==> src/rtl/exc_status_pkg.sv <==
package exc_status_pkg;
  typedef enum logic [3:0] {
    CODE_EXT_IRQ    = 4'd0,
    CODE_ADDR_LOAD  = 4'd4,
    CODE_ADDR_STORE = 4'd5,
    CODE_IBUS       = 4'd6,
    CODE_DBUS       = 4'd7,
    CODE_SYSCALL    = 4'd8,
    CODE_BREAK      = 4'd9,
    CODE_RESV_INSN  = 4'd10,
    CODE_OVERFLOW   = 4'd12
  } exc_code_e;

  localparam int unsigned REGNO_W = 5;
  localparam logic [REGNO_W-1:0] REGNO_BADADDR = 5'd8;
  localparam logic [REGNO_W-1:0] REGNO_STATUS  = 5'd12;
  localparam logic [REGNO_W-1:0] REGNO_CAUSE   = 5'd13;
  localparam logic [REGNO_W-1:0] REGNO_EPC     = 5'd14;

  localparam int unsigned CODE_W   = 4;
  localparam int unsigned CODE_LSB = 2;
  localparam int unsigned MASK_LSB = 8;
endpackage

==> src/rtl/exc_addr_regs.sv <==
module exc_addr_regs
  import exc_status_pkg::*;
#(
  parameter int unsigned XLEN = 32
) (
  input  logic              clk_i,
  input  logic              rst_ni,
  input  logic              take_i,
  input  logic [CODE_W-1:0] code_i,
  input  logic [XLEN-1:0]   pc_i,
  input  logic [XLEN-1:0]   fault_addr_i,
  input  logic              epc_we_i,
  input  logic [XLEN-1:0]   wdata_i,
  output logic [XLEN-1:0]   epc_o,
  output logic [XLEN-1:0]   badaddr_o,
  output logic [CODE_W-1:0] code_o
);
  localparam logic [XLEN-1:0] INSN_BYTES = XLEN'(4);

  logic addr_fault;
  assign addr_fault = (code_i == CODE_ADDR_LOAD) || (code_i == CODE_ADDR_STORE);

  always_ff @(posedge clk_i or negedge rst_ni) begin
    if (!rst_ni) begin
      epc_o     <= '0;
      badaddr_o <= '0;
      code_o    <= '0;
    end else begin
      if (take_i) begin
        epc_o  <= pc_i - INSN_BYTES; // point back at the faulting instruction
        code_o <= code_i;
        if (addr_fault) badaddr_o <= fault_addr_i;
      end else if (epc_we_i) begin
        epc_o <= wdata_i;
      end
    end
  end
endmodule

==> src/rtl/exc_mode_stack.sv <==
module exc_mode_stack #(
  parameter int unsigned MASK_W = 8,
  parameter int unsigned LEVELS = 3,
  parameter logic [MASK_W-1:0] MASK_RST = '1,
  localparam int unsigned STK_W = 2 * LEVELS
) (
  input  logic              clk_i,
  input  logic              rst_ni,
  input  logic              push_i,
  input  logic              pop_i,
  input  logic              we_i,
  input  logic [MASK_W-1:0] wmask_i,
  input  logic [STK_W-1:0]  wstack_i,
  output logic [MASK_W-1:0] mask_o,
  output logic [STK_W-1:0]  stack_o
);
  logic [STK_W-1:0] pushed, popped;

  // pair j of the next stack comes from pair j-1 (push) or j+1 (pop)
  for (genvar j = 0; j < LEVELS; j++) begin : g_pair
    if (j == 0) begin : g_bot
      assign pushed[1:0] = 2'b00;
    end else begin : g_up
      assign pushed[2*j +: 2] = stack_o[2*(j-1) +: 2];
    end
    if (j == LEVELS - 1) begin : g_top
      assign popped[2*j +: 2] = stack_o[2*j +: 2];
    end else begin : g_dn
      assign popped[2*j +: 2] = stack_o[2*(j+1) +: 2];
    end
  end

  always_ff @(posedge clk_i or negedge rst_ni) begin
    if (!rst_ni) begin
      mask_o  <= MASK_RST;
      stack_o <= '0;
    end else begin
      if (push_i)      stack_o <= pushed;
      else if (pop_i)  stack_o <= popped;
      else if (we_i)   stack_o <= wstack_i;
      if (we_i)        mask_o  <= wmask_i;
    end
  end
endmodule

==> src/rtl/exc_pend_latch.sv <==
module exc_pend_latch #(
  parameter int unsigned N = 5
) (
  input  logic         clk_i,
  input  logic         rst_ni,
  input  logic [N-1:0] line_i,
  input  logic         service_i,
  input  logic         clr_we_i,
  input  logic [N-1:0] keep_i,
  output logic [N-1:0] pend_o
);
  logic [N-1:0] served_q;

  for (genvar g = 0; g < N; g++) begin : g_bit
    logic pend_d, served_d;
    always_comb begin
      if (line_i[g])                   pend_d = 1'b1;
      else if (clr_we_i && !keep_i[g]) pend_d = 1'b0;
      else if (served_q[g])            pend_d = 1'b0;
      else                             pend_d = pend_o[g];
      if (!pend_d)                         served_d = 1'b0;
      else if (service_i && pend_o[g])     served_d = 1'b1;
      else                                 served_d = served_q[g];
    end
    always_ff @(posedge clk_i or negedge rst_ni) begin
      if (!rst_ni) begin
        pend_o[g]   <= 1'b0;
        served_q[g] <= 1'b0;
      end else begin
        pend_o[g]   <= pend_d;
        served_q[g] <= served_d;
      end
    end
  end
endmodule

==> src/rtl/exc_status_unit.sv <==
module exc_status_unit
  import exc_status_pkg::*;
#(
  parameter int unsigned XLEN       = 32,
  parameter int unsigned NUM_HW_IRQ = 5,
  parameter int unsigned NUM_SW_IRQ = 3,
  parameter int unsigned LEVELS     = 3,
  parameter logic [NUM_HW_IRQ+NUM_SW_IRQ-1:0] MASK_RST = '1
) (
  input  logic                  clk_i,
  input  logic                  rst_ni,
  input  logic                  exc_valid_i,
  input  logic [CODE_W-1:0]     exc_code_i,
  input  logic [XLEN-1:0]       pc_i,
  input  logic [XLEN-1:0]       fault_addr_i,
  input  logic [NUM_HW_IRQ-1:0] hw_irq_i,
  input  logic                  eret_i,
  input  logic                  sw_we_i,
  input  logic [REGNO_W-1:0]    sw_addr_i,
  input  logic [XLEN-1:0]       sw_wdata_i,
  output logic [XLEN-1:0]       sw_rdata_o,
  output logic [XLEN-1:0]       epc_o,
  output logic [XLEN-1:0]       cause_o,
  output logic [XLEN-1:0]       badaddr_o,
  output logic [XLEN-1:0]       status_o,
  output logic                  irq_o
);
  localparam int unsigned MASK_W = NUM_HW_IRQ + NUM_SW_IRQ;
  localparam int unsigned HW_LSB = MASK_LSB + NUM_SW_IRQ;
  localparam int unsigned STK_W  = 2 * LEVELS;

  logic [CODE_W-1:0]     code_q;
  logic [MASK_W-1:0]     mask_q;
  logic [STK_W-1:0]      stack_q;
  logic [NUM_HW_IRQ-1:0] pend_q;
  logic                  wr_epc, wr_status, wr_cause, service;

  assign wr_epc    = sw_we_i && (sw_addr_i == REGNO_EPC);
  assign wr_status = sw_we_i && (sw_addr_i == REGNO_STATUS);
  assign wr_cause  = sw_we_i && (sw_addr_i == REGNO_CAUSE);
  assign service   = exc_valid_i && (exc_code_i == CODE_EXT_IRQ);

  exc_addr_regs #(.XLEN(XLEN)) u_addr (
    .clk_i, .rst_ni,
    .take_i       (exc_valid_i),
    .code_i       (exc_code_i),
    .pc_i,
    .fault_addr_i,
    .epc_we_i     (wr_epc),
    .wdata_i      (sw_wdata_i),
    .epc_o,
    .badaddr_o,
    .code_o       (code_q)
  );

  exc_mode_stack #(.MASK_W(MASK_W), .LEVELS(LEVELS), .MASK_RST(MASK_RST)) u_mode (
    .clk_i, .rst_ni,
    .push_i   (exc_valid_i),
    .pop_i    (eret_i),
    .we_i     (wr_status),
    .wmask_i  (sw_wdata_i[MASK_LSB +: MASK_W]),
    .wstack_i (sw_wdata_i[STK_W-1:0]),
    .mask_o   (mask_q),
    .stack_o  (stack_q)
  );

  exc_pend_latch #(.N(NUM_HW_IRQ)) u_pend (
    .clk_i, .rst_ni,
    .line_i    (hw_irq_i),
    .service_i (service),
    .clr_we_i  (wr_cause),
    .keep_i    (sw_wdata_i[HW_LSB +: NUM_HW_IRQ]),
    .pend_o    (pend_q)
  );

  always_comb begin
    status_o = '0;
    status_o[MASK_LSB +: MASK_W] = mask_q;
    status_o[STK_W-1:0]          = stack_q;
    cause_o = '0;
    cause_o[HW_LSB +: NUM_HW_IRQ] = pend_q;
    cause_o[CODE_LSB +: CODE_W]   = code_q;
  end

  assign irq_o = stack_q[0] && |(pend_q & mask_q[NUM_SW_IRQ +: NUM_HW_IRQ]);

  always_comb begin
    unique case (sw_addr_i)
      REGNO_BADADDR: sw_rdata_o = badaddr_o;
      REGNO_STATUS:  sw_rdata_o = status_o;
      REGNO_CAUSE:   sw_rdata_o = cause_o;
      REGNO_EPC:     sw_rdata_o = epc_o;
      default:       sw_rdata_o = '0;
    endcase
  end
endmodule

==> config.mk <==
export PLATFORM = sky130hd
export DESIGN_NAME = exc_status_unit
export DESIGN_NICKNAME = d
export VERILOG_FILES = /design/src/rtl/exc_status_pkg.sv /design/src/rtl/exc_addr_regs.sv /design/src/rtl/exc_mode_stack.sv /design/src/rtl/exc_pend_latch.sv /design/src/rtl/exc_status_unit.sv
export SDC_FILE = /design/constraint.sdc
export NUM_CORES = 1
export LEC_CHECK = 0
export CORE_AREA = 5 5 139 141
export DETAILED_ROUTE_END_ITERATION = 6
export DIE_AREA = 0 0 144 146
export SETUP_SLACK_MARGIN = 0.3
export SKIP_LAST_GASP = 1
export SLEW_MARGIN = 20
export SYNTH_ARGS = -nofsm -noshare
export SYNTH_HDL_FRONTEND = slang
export SYNTH_SLANG_ARGS = --single-unit
==> constraint.sdc <==
create_clock -name clk_i -period 2.15 [get_ports clk_i]
set_input_delay 0.3225 -clock clk_i [delete_from_list [all_inputs] [get_ports clk_i]]
set_output_delay 0.3225 -clock clk_i [all_outputs]
set_load 0.02 [all_outputs]
==> impl_results.md, run 1 <==
* Status: finished, final reports clean
* Hold Path Origin: pc_i[2]
* Fin Hold WS at 0.2676 ns
* Worst vdd ir at 0.4007 mV
* Syn_area_per_cell at roughly 9.8 µm²
* GP Congestion at about 0.82
* Cell Area, Synth at about 0.0053 mm²
* Most frequent cell after synthesis: dfrtp_1
* Worst clock skew at 0.004460 ns
* Slew Limit Headroom at between 60% and 70%
* Die area at 0.02102 mm²
* Yosys warning count at 0
* Register area at 0.002312 mm²
* GR Layer Usage met1 at 26.75%
* Critical Path Start: pc_i[2]
* Num CTS Buffers at 9
* CTS tree: built
* Reg clk slew, reported paths at 0.07 ns
* Critical Path Sink Type: flip-flop
* Worst Tran Pin Value at 0.5333 ns
* Ys flop type: dfrtp_1
* Synthesis-stage register bit count at 92
* Routed wire per std cell at between 20 and 25 µm
* Initial Util at 29.73%
* Area Growth Syn to Fin at 68.37%
* Share of cells above drive strength 1 at ~28%
* Placed cells at 1029
* Delay-heaviest family, CP: simple AND/OR/NAND/NOR gates
* Final WS setup at around 0.17 ns
* Setup TNS at 0 ns
* Max-Cap Viols at 0
* Final hold violations at 0
* Gr usage total at 20.30%
* Die X-Extent at between 100 and 150 µm
* Pwr Total at 6.051 mW
* Vias in the first global route at 5657
* # setup viols final at 0
* Clk buf depth at 2
* RSZ-0062 raised after global routing: true
* Via-to-Cell Ratio at 5.132
* Distinct cells, synth at 51
* CP required at 2.41 ns
* Critical path class: input port to flip-flop
* Leakage at slightly below 4 nW
* Gr busiest metal: met2
* # fillers at roughly 1600
* First-pass DRT Iterations at 5
* Via count at 5507
* Clock sinks at just over 90
* Synth top area cells: dfrtp_1 (40%), mux2_2 (7.6%), buf_4 (5.8%)
* Pin count of the biggest net entering global routing at 46
* Worst path cell trace: buf_6 -> inv_2 -> ha_4 -> or4b_4 -> or4b_4 -> or4_4 -> a31oi_1
* # IOs at ~280
* Tmin final at 1.982 ns
* Place WS at -0.5660 ns
* Die Height at roughly 150 µm
* Share of the synthesized area in the top cell type at between 30% and 40%
* EDFF count, synth at 0
* Synth area leader: dfrtp_1
* Crit path max fanout at 4
* Placed wire-length estimate at 16.69 mm
* Iter 0 DRT Violations at ~400
* DRC Markers at 0
* Slowest cell on the critical path: or4b_4
* Global route overflow at 0
* Cell mode on critical path: or4b_4
* Max-slew violations at 0
* Power density over the cells at about 680 mW/mm²
* Rows at 49
* Asr flop ratio synth at 100.0%
* NumNets Final at ~950
* Initial antenna violation count at 3
* Clock Latency Late Sink at roughly 0.35 ns
* Fmax at just over 500 MHz
* Sequential cell area fraction in the yosys report at 43.60%
* Worst EP arrival at 2.24 ns
* Area of the multi-input gates at 0.002775 mm²
* Max stage delay on crit path at 0.53 ns
* Tightest Hold Check Type: input port to flip-flop
* Core area at between 0.015 and 0.02 mm²
* Final wirelength at 21.98 mm
* Synth top cells by count: dfrtp_1 (84), buf_4 (41), nand2_1 (41)
* Root Driver: clkbuf_16
* Non-filler cells, final at about 1100
* R2R Path Start: u_addr.epc_o[9]
* Antenna viol nets, final at 0
* M3 GR Usage at slightly below 3%
* CP startpoint kind: input port
* CP Buf/Inv Count at 2
* H-tree depth at 3
* Final period util at 92.19%
* Syn Inst Count at 540
* Met2 Resource Use GR at between 30% and 40%
* Number of port buffers at 234
* First-pass GRT wire length at 33.22 mm
[path summary, 6_finish.rpt]
check,to,slack [ns],cells after the start
setup / recovery,u_addr.epc_o[30],0.17,7
hold / removal,u_addr.epc_o[2],0.27,3
setup reg to reg,u_addr.epc_o[9],1.20,2
hold reg to reg,u_mode.mask_o[2],0.48,2
max in group asynchronous,u_addr.epc_o[29],0.93,3
min in group asynchronous,u_addr.epc_o[23],0.49,2
[per-stage QoR]
stage	util, %	cell area, µm²
6_report	50.05	8930
5_1_grt	50.05	8930
4_1_cts	49.34	8802
3_5_place_dp	45.94	8195
3_3_place_gp	45.94	8195
2_1_floorplan	-	5500
[power breakdown]
part	internal [mW]	switching [mW]	leakage, nW	total (mW)
clock	0.982	0.712	0.158	1.69
sequential	2.06	0.330	1.07	2.39
combinational	1.01	0.963	2.74	1.97
[per-layer routing]
| metal | part of all wire (%) | wire (µm) |
|---|---|---|
| met5 | 0 | 0 |
| met4 | 2.6 | 582 |
| met3 | 5.5 | 1208 |
| met2 | 49 | 10790 |
| met1 | 43 | 9403 |
[placed cells by master, fill, tap and decap left out, drive strengths merged, types with 3 or more instances in the layout]
cell           count
and3              31
a31oi             14
clkdlybuf4s15      4
a222oi             6
a21o               5
or3               10
and2               4
a21oi             17
a311oi             3
diode              3
a22oi             19
clkbuf            13
a211oi            32
o21ai             13
nor2              25
or4b               4
mux2              36
dfstp              8
mux2i              8
nor4               9
nand2             41
a41oi              5
or4               11
dlymetal6s2s       5
conb              41
clkdlybuf4s50    162
dlygate4sd2        8
o31ai             11
dfrtp             84
nor3               3
a22o              18
xnor2              8
buf              139
inv               20
[logic make-up (layout without fill, tap and decap cells)]
logic type	Yosys count	count (layout)	share of synthesized area, %
adders and majority gates	1	1	0.2359
AOI/OAI and AO/OA	147	147	20.05
and+or+nand+nor	150	152	15.40
xor gates and xnor gates	9	9	1.486
buffers and inverters	96	355	10.00
DFF	92	92	43.60
muxes	44	44	9.153
other	1	44	0.07070
[state kept, by name, indices dropped and copies added (netlist names)]
signal            count
u_mode.mask_o         8
u_addr.badaddr_o     32
u_pend.pend_o         5
u_addr.epc_o         32
u_addr.code_o         4
u_pend.served_q       5
u_mode.stack_o        6
[worst register-to-register path, cell delays in order, from the launching register on]
cell and delay, ns:
dfrtp_1 0.43, a211oi_1 0.32, a31oi_1 0.07
[timing repair]
item | 4_1_cts | 5_1_grt
buffers inserted | 15 | 4
gates cloned | 5 | 0
hold buffers | 1 | 0
resized for setup | 308 | 32
pin swaps | 36 | 23
endpoints found under the hold margin | 32 | 0
endpoints found under the setup margin | 58 | 47
[area by class of cell]
cell class / count / share of cell area (%)
timing repair buffer: 321 / 35.37
multi-input combinational: 394 / 31.08
sequential: 92 / 25.89
tap: 229 / 3.209
clock buffer: 11 / 2.830
inverter: 18 / 0.7846
clock inverter: 5 / 0.7566
antenna: 3 / 0.08407
(Power assumes the default switching activity.)
==> run 2, diff against run 1 <==
--- a/config.mk
+++ b/config.mk
@@ -5,9 +5,10 @@
 export SDC_FILE = /design/constraint.sdc
 export NUM_CORES = 1
 export LEC_CHECK = 0
-export CORE_AREA = 5 5 139 141
+export CORE_AREA = 5 5 122 124
 export DETAILED_ROUTE_END_ITERATION = 6
-export DIE_AREA = 0 0 144 146
+export DIE_AREA = 0 0 127 129
+export PLACE_DENSITY = 0.79
 export SETUP_SLACK_MARGIN = 0.3
 export SKIP_LAST_GASP = 1
 export SLEW_MARGIN = 20
==> impl_results.md, run 2 (synthesis results as in run 1) <==
* Core area at 0.01367 mm²
* Initial antenna violation count at 1
* RSZ-0062 raised after global routing: true
* Seq pwr share at 39.8%
* Clk buf depth at 2
* Commonest cells after routing, fill and taps aside: clkdlybuf4s50_1 (166), dfrtp_1 (83), buf_4 (75)
* Slew Limit Headroom at 65.56%
* Commonest non-fill, non-tap cell in the layout: clkdlybuf4s50_1
* CP startpoint kind: input port
* Final period util at 91.50%
* Power density over the cells at a little under 700 mW/mm²
* Routed wire per std cell at 21.10 µm
* Status: finished, final reports clean
* Num CTS Buffers at 9
* DRC Markers at 0
* H-tree depth at 3
* Pint at 4.108 mW
* Antenna viol nets, final at 0
* Worst vdd ir at 0.4246 mV
* Final instance area at slightly below 0.009 mm²
* Die X-Extent at between 100 and 150 µm
* Sw Ratio at 32.38%
* Gate power share at 32.4%
* First-pass GRT wire length at 32.35 mm
* Max-Cap Viols at 0
* Clock power share at 27.9%
* Pin count of the biggest net entering global routing at 60
* Reg clk slew, reported paths at 0.06 ns
* Die area at between 0.015 and 0.02 mm²
* Clock Latency Late Sink at 0.34 ns
* CTS tree: built
* Initial Util at 38.81%
* Iter 0 DRT Violations at 570
* NumNets Final at 957
* Root Driver: clkbuf_16
* Critical path class: input port to flip-flop
* Fmax at between 500 and 600 MHz
* Tightest Hold Check Type: input port to flip-flop
* Critical Path Sink Type: flip-flop
* Vias in the first global route at 5603
* Area Growth Syn to Fin at 68.58%
* Worst Tran Pin Value at 0.5134 ns
* Placed wire-length estimate at 16.10 mm
* Via count at 5755
* Final wirelength at around 22 mm
* # setup viols final at 0
* Global route overflow at 0
* Gr usage total at 25.36%
* Worst clock skew at 0.004534 ns
* Placed cell areas at 0.008175 mm²
* Setup TNS at 0 ns
* Share of cells above drive strength 1 at 28.49%
* Via-to-Cell Ratio at between 5 and 6
* GP Congestion at slightly above 0.9
* First-pass DRT Iterations at 5
* Die Height at 129 µm
* Tmin final at 1.967 ns
* Leakage at around 4 nW
* # fillers at between 1000 and 1500
* Rows at 43
* # IOs at 276
* Final Core Density at between 60% and 70%
* NetSw at 1.968 mW
* Clock sinks at 92
* Final hold violations at 0
* CP required at roughly 2.4 ns
* Number of port buffers at 234
* Max-slew violations at 0
* Worst EP arrival at 2.22 ns
* Pwr Total at 6.076 mW
* Crit path max fanout at 5
* Largest regs: u_addr.badaddr_o: 32 flops, u_addr.epc_o: 32 flops, u_mode.mask_o: 8 flops
-- run 2: cell types whose count changed in the layout (fill, tap and decap cells not counted), sizes merged --
| cell | before | now |
|---|---|---|
| diode | 3 | 1 |
| bufinv | 1 | 2 |
| buf | 139 | 141 |
| inv | 20 | 18 |
| clkdlybuf4s50 | 162 | 166 |
| clkinvlp | 0 | 1 |
| dlymetal6s2s | 5 | 2 |
| or4 | 11 | 12 |
| clkbuf | 13 | 15 |
| clkinv | 2 | 1 |
-- run 2: critical path: stages --
cell     delay, ns
buf_2         0.10
or3_4         0.42
or4_4         0.59
or4b_1        0.58
a31oi_1       0.19
-- run 2: layout make-up --
type,instances,area (µm²),share of cell area [%]
timing repair buffer,325,3181,35.57
antenna,1,2.502,0.02799
multi-input combinational,395,2830,31.65
sequential,92,2313,25.87
tap,180,225.2,2.519
clock buffer,12,246.5,2.757
clock inverter,4,72.57,0.8116
inverter,18,70.07,0.7837
-- run 2: timing repair --
action | CTS | global route
pin swaps | 34 | 30
endpoints found under the hold margin | 33 | 0
setup buffers | 10 | 6
gates cloned | 6 | 1
setup endpoints to repair | 57 | 45
resized for setup | 274 | 60
hold buffers | 1 | 0
-- run 2: power groups by stage --
stage	Clock [mW]	Combinational [mW]	Sequential [mW]
after global placement	0	1.90	2.41
final	1.69	1.97	2.42
after CTS	1.73	1.94	2.40
after detailed placement	0	1.92	2.43
after global routing	1.80	2.08	2.45
after floorplan	0	0.596	2.64
-- run 2: through the flow --
step | setup WS, ns | hold WS, ns | std cells
3_3_place_gp | -0.5612 | 0.2998 | 986
6_report | 0.1827 | 0.2759 | 1027
3_5_place_dp | -0.6123 | 0.3034 | 986
4_1_cts | 0.08228 | 0.2543 | 1019
5_1_grt | 0.1293 | 0.3017 | 1027
2_1_floorplan | -0.05423 | 0.02691 | 580
-- run 2: path summary, 6_finish.rpt --
check	from	endpoint	slack, ns	cells past startpoint
max in group asynchronous	rst_ni	u_mode.mask_o[1]	0.95	3
setup / recovery	pc_i[11]	u_addr.epc_o[29]	0.18	5
hold / removal	pc_i[2]	u_addr.epc_o[2]	0.28	3
min in group asynchronous	rst_ni	u_addr.badaddr_o[24]	0.48	2
setup reg to reg	u_addr.epc_o[30]	u_addr.epc_o[30]	1.06	2
hold reg to reg	u_mode.mask_o[2]	u_mode.mask_o[2]	0.48	2
-- run 2: layer usage --
metal / global-route usage (%) / part of all wire, %
met3: 5.147 / 7.8
met1: 31.49 / 38
met5: 0 / 0
met2: 41.91 / 50
met4: 13.19 / 4.3
